<file path="src/rtl/ata_port_decode.sv">
module ata_port_decode #(
  parameter int AW = 16,
  parameter int OW = 3,
  parameter logic [AW-1:0] LEG_PRI_CMD = 16'h01F0,
  parameter logic [AW-1:0] LEG_PRI_CTL = 16'h03F6,
  parameter logic [AW-1:0] LEG_SEC_CMD = 16'h0170,
  parameter logic [AW-1:0] LEG_SEC_CTL = 16'h0376
) (
  input  logic          clk,
  input  logic          rst_n,
  input  logic          mode_ld,
  input  logic          mode_native_in,
  input  logic [AW-1:0] io_addr,
  input  logic          io_rd,
  input  logic          io_wr,
  input  logic [AW-1:0] pri_cmd_base,
  input  logic [AW-1:0] pri_ctl_base,
  input  logic [AW-1:0] sec_cmd_base,
  input  logic [AW-1:0] sec_ctl_base,
  input  logic          dev_irq_pri,
  input  logic          dev_irq_sec,
  output logic          native_mode,
  output logic          sel_pri,
  output logic          sel_sec,
  output logic          sel_cmd,
  output logic          sel_ctl,
  output logic [OW-1:0] reg_ofs,
  output logic          word16,
  output logic          rd_oe,
  output logic          irq14,
  output logic          irq15,
  output logic          irq_shared
);

  logic          mode_q;
  logic [AW-1:0] pcmd, pctl, scmd, sctl;
  logic          p_cmd_hit, p_ctl_hit, s_cmd_hit, s_ctl_hit;
  logic          p_any, s_any, strobe, any_sel, cmd_eff;

  always_ff @(posedge clk or negedge rst_n)
    if (!rst_n)       mode_q <= 1'b0;
    else if (mode_ld) mode_q <= mode_native_in;

  assign native_mode = mode_q;

  assign pcmd = mode_q ? pri_cmd_base : LEG_PRI_CMD;
  assign pctl = mode_q ? pri_ctl_base : LEG_PRI_CTL;
  assign scmd = mode_q ? sec_cmd_base : LEG_SEC_CMD;
  assign sctl = mode_q ? sec_ctl_base : LEG_SEC_CTL;

  assign p_cmd_hit = io_addr[AW-1:OW] == pcmd[AW-1:OW];
  assign p_ctl_hit = io_addr == pctl;
  assign s_cmd_hit = io_addr[AW-1:OW] == scmd[AW-1:OW];
  assign s_ctl_hit = io_addr == sctl;

  assign p_any  = p_cmd_hit | p_ctl_hit;
  assign s_any  = s_cmd_hit | s_ctl_hit;
  assign strobe = io_rd | io_wr;

  assign sel_pri = strobe & p_any;
  assign sel_sec = strobe & ~p_any & s_any;
  assign any_sel = sel_pri | sel_sec;

  assign cmd_eff = p_any ? p_cmd_hit : s_cmd_hit;
  assign sel_cmd = any_sel & cmd_eff;
  assign sel_ctl = any_sel & ~cmd_eff;
  assign reg_ofs = sel_cmd ? io_addr[OW-1:0] : '0;
  assign word16  = sel_cmd & (io_addr[OW-1:0] == '0);
  assign rd_oe   = io_rd & any_sel;

  assign irq14      = ~mode_q & dev_irq_pri;
  assign irq15      = ~mode_q & dev_irq_sec;
  assign irq_shared =  mode_q & (dev_irq_pri | dev_irq_sec);

endmodule

</file>
<file path="config.mk">
export PLATFORM = sky130hd
export DESIGN_NAME = ata_port_decode
export DESIGN_NICKNAME = d
export VERILOG_FILES = /design/src/rtl/ata_port_decode.sv
export SDC_FILE = /design/constraint.sdc
export NUM_CORES = 1
export LEC_CHECK = 0
export CELL_PAD_IN_SITES_DETAIL_PLACEMENT = 1
export CELL_PAD_IN_SITES_GLOBAL_PLACEMENT = 1
export CORE_MARGIN = 3
export CORE_UTILIZATION = 28
export CTS_BUF_LIST = sky130_fd_sc_hd__clkbuf_4 sky130_fd_sc_hd__clkbuf_8 sky130_fd_sc_hd__clkbuf_16
export DETAILED_ROUTE_END_ITERATION = 7
export PLACE_DENSITY = 0.95
export SETUP_SLACK_MARGIN = 0.3
export SYNTH_ARGS = -nofsm -noshare
export SYNTH_HDL_FRONTEND = slang
export SYNTH_SLANG_ARGS = --single-unit
</file>
<file path="constraint.sdc">
create_clock -name clk -period 7.8 [get_ports clk]
set_clock_uncertainty 0.2 [all_clocks]
set_input_delay 1.56 -clock clk [delete_from_list [all_inputs] [get_ports clk]]
set_output_delay 1.56 -clock clk [all_outputs]
set_load 0.1 [all_outputs]
</file>
; Word-level counts from Yosys, hierarchy flattened
; Cells that the tools add are included.
[classes]
n_mux = 6
n_eq_ne = 4
reduce_logical = 1
bitwise = 18
[ops]
columns = cell, count
row1 = 16-bit two-way mux, 4
row2 = 16-bit equality test, 2
row3 = 13-bit equality test, 2
row4 = 1-bit AND, 10
row5 = 1-bit OR, 5
row6 = 3-bit logical NOT, 1
row7 = 3-bit two-way mux, 1
row8 = 1-bit inverter, 3
row9 = 1-bit two-way mux, 1
[word_totals]
input_bits = 88
wordCells = 30
reg_bits = 1
out_inout_bits = 13

; Logic depth before layout (Yosys ltp)
[depth]
word_depth = 9
ltp_mapped = 9
mapped_depth_nobuf = 6

; Worst setup path before layout
; No wires, ideal clock.
[synth_path]
path_kind = in2out
from = input port io_addr[5]
to = output port rd_oe
setup_slack_ns = 1.757
arrival_time_ns = 4.283
required_time_ns = 6.040
path_stages = 7
path_buffers = 1
cell_sequence = buf_2 or4b_1 o22ai_1 o22a_1 nand4_1 a21boi_1 a21boi_1
[synth_between]
elab_chain_len = 7
elab_cells_between_ends = 12
cone_classes = 4 x eq/ne / 8 x bitwise
[synth_lines]
columns = element, line_no
row1 = start: declaration, 13  ; input logic [AW-1:0] io_addr,
row2 = 16-bit equality test or 13-bit equality test (tied branches), "52, 51"
row3 = 1-bit OR, 56  ; assign p_any = p_cmd_hit | p_ctl_hit;
row4 = 1-bit inverter, 61  ; assign sel_sec = strobe & ~p_any & s_any;
row5 = 1-bit AND (2 in a row), 61
row6 = 1-bit OR (*), 62  ; assign any_sel = sel_pri | sel_sec;
row7 = 1-bit AND (*), 69  ; assign rd_oe = io_rd & any_sel;
row8 = end: declaration, 29  ; output logic rd_oe,
; Mark *: on every way between the ends. The rest lies on a longest branch, timed or not.

; Worst setup path in the final report
[layout_path]
from = input port io_addr[13]
to = output port sel_ctl
[layout_between]
elab_chain_len = 7
elab_cells_between_ends = 14
cone_classes = 4 x eq/ne / 1 x mux / 9 x bitwise
[layout_lines]
columns = element, line_no
row1 = 16-bit equality test or 13-bit equality test (tied branches), "52, 51"
row2 = 1-bit OR, 56
row3 = 1-bit inverter, 61
row4 = 1-bit AND (2 in a row), 61
row5 = 1-bit OR, 62
row6 = 1-bit AND (*), 66  ; assign sel_ctl = any_sel & ~cmd_eff;
row7 = end: declaration, 26  ; output logic sel_ctl,
; Marked as above.

==> impl_metrics.toml <==
[outcome]
status = "finished clean"

[finish]
areaGrowthSynthToFinish_pct = 50.43
utilization = 0.4392
drive_above_1_share = 0.07645
register_area_um2 = 26.28
finalNetCount = 417
antenna_cells = 0
stdcell_count = 402
multi_input_area_um2 = 1531
num-fill-cells = 756
largest_reg_flops = 1

[yosys]
synth_seq_cells = 1
ys_warn_count = 0
ys_types = 56
avgSynthCellArea_um2 = 6.860
synth_flop_cell = "dfrtp_1"
synth_area_um2 = 1749
netlist_top_cells_area = "xor2_1 10%, nand2b_1 7.5%, nand4_1 4.6%"
yosysMostFrequentCell = "nand2b_1"
async_reset_ff_frac = 1.000
netlist_instances = 255
ys_seq_area_frac = 0.01431
synth_commonest_cells = "21 x nand2b_1, 20 x xor2_1, 16 x a21oi_1"
syn-num-nets = 343
yosysTopAreaCell = "xor2_1"
synth_top_area_share = 0.1001
synth-edff-count = 0

[timing]
fin_crit_ns = 6.625
drv_slew = 0
tns_ns = 0
worst_pin_slew_ns = 0.9804
post-route-period-util = 0.8494
hold_violations = 0
setup_viol = 0
fmax_mhz = 150.9
relSlewSlack = 0.3444
rsz0062_at_grt = "false"

[global_routing]
grt_start_max_net_pins = 55
grt_overflow = 0
groute.usage.overall = 0.1723
antenna_found_initial = 0
grt_pass1_wl_um = 10630
grt_pass1_vias = 2245

[clock_tree]
path_clk_slew_ns = 0
cts_setup_buffers = 0
cts-resized-gates = 0
hold_buffers = 0
clk_latency_ns = 0

[floorplanning]
core_um2 = 5991
dieArea_um2 = 7232
initial_core_util = 0.2920
die_h_um = 85.04
ios = 101
fp-row-count = 28
die_w_um = 85.04

[detailed_routing]
wire_per_inst_um = 16.49
drc = 0
ant_nets = 0
drt_wl_total_um = 6629
drtIter0Drc = 78
drtPass1Iterations = 4
num_vias = 2288
vias_per_cell = 5.692

[critical_path]
required_ns = 6.04
cp_common_cell = "clkdlybuf4s50_1"
critPathSlowestCell = "clkdlybuf4s50_1"
startpoint_type = "input pin"
cp.arrival_ns = 4.87
crit_chain = "clkdlybuf4s50_1 > xor2_1 > o31ai_1 > a21oi_1 > nor4_1 > a31oi_1 > nor2_1 > clkdlybuf4s50_1"
cpPeakStageDelay_ns = 1.15
setup.worst_path.end_class = "output pin"
crit_family = "buffers and inverters"
critical_path_class = "in2out"
crit_buf_inv = 2
critPathMaxFanout = 12

[pwr]
ir_drop_mv = 0.03703
pwr-share-seq = 0.086
finalPower_w = 0.0001551
p_sw_frac = 0.5026
comb_power_share = 0.914
p_int_w = 0.00007715
p_sw_w = 0.00007794
p_leak_nw = 0.9363
p_clk_frac = 0
p_per_area_nw_per_um2 = 58.94

[min_path]
min_path_type = "reg2reg"

[placement]
place.gp.congestion = 0.8022
post-place-cells = 402
dp_hpwl_um = 5560
portBuffers = 94

[job]
maxCapViolations = 0
-- layout make-up --
class,instances,area share
repair buffers,95,0.3538
flip-flops and latches,1,0.009986
well taps,75,0.03566
multi-input cells,218,0.5820
inverters,13,0.01854
-- metal layers --
layer	vias to the layer above	global-route usage	routed length, µm
met4	0	0.02590	120
met1	1087	0.2109	2765
met2	79	0.3270	3332
li1	1111	-	-
met3	11	0.01748	410
met5	-	0	0
-- cells in the final DEF, fill, tap and decap left out, drive strengths merged, types with 3 or more instances in the layout --
cell / netlist / routed
clkdlybuf4s50: 0 / 87
nand2b: 21 / 21
xor2: 20 / 20
a21oi: 16 / 16
inv: 13 / 13
nand4: 13 / 13
nor2: 12 / 12
o22ai: 11 / 11
nand2: 10 / 10
o21ai: 9 / 9
nand3: 8 / 8
xnor2: 8 / 8
buf: 19 / 8
o31ai: 6 / 6
a211oi: 6 / 6
nor3: 6 / 6
o32ai: 6 / 6
nor4bb: 5 / 5
nor4: 5 / 5
nand4b: 4 / 4
o21a: 4 / 4
a31o: 4 / 4
and3: 4 / 4
and2: 3 / 3
nor2b: 3 / 3
or2b: 3 / 3
-- cells by family after synthesis --
| logic type | Yosys count | share of synthesized area |
|---|---|---|
| simple gates | 111 | 0.4084 |
| compound gates | 78 | 0.3205 |
| buf+inv | 36 | 0.1102 |
| xor+xnor | 28 | 0.1402 |
| mux | 1 | 0.006437 |
| flops | 1 | 0.01430 |
-- path summary, 6_finish.rpt --
| check | from | endpoint | slack (ns) | depth (start not counted) |
|---|---|---|---|---|
| worst max-delay path | io_addr[13] | sel_ctl | 1.17 | 8 |
| worst min-delay path | native_mode | native_mode | 0.96 | 1 |
| worst max register to register | native_mode | native_mode | 6.34 | 1 |
| worst min register to register | native_mode | native_mode | 0.96 | 1 |
| max in group asynchronous | rst_n | native_mode | 5.78 | 1 |
| min in group asynchronous | rst_n | native_mode | 1.51 | 1 |
-- through the flow --
stage               area [µm²]  hold slack, ns  setup WS, ns
floorplan                 1749           1.064         1.758
global placement          2631          0.9079         1.286
detailed placement        2631          0.9317         1.206
CTS                       2631          0.9361         1.190
global route              2631          0.9845        0.9647
finish                    2631          0.9562         1.175
-- power by group through the flow --
stage | Sequential [W] | Combinational [W] | Clock (W)
floorplan | 0.0000102 | 0.0000830 | 0
global placement | 0.0000125 | 0.000136 | 0
detailed placement | 0.0000128 | 0.000142 | 0
CTS | 0.0000129 | 0.000142 | 0
global route | 0.0000136 | 0.000154 | 0
finish | 0.0000133 | 0.000142 | 0
No activity file was read; power rests on OpenSTA's default activity.
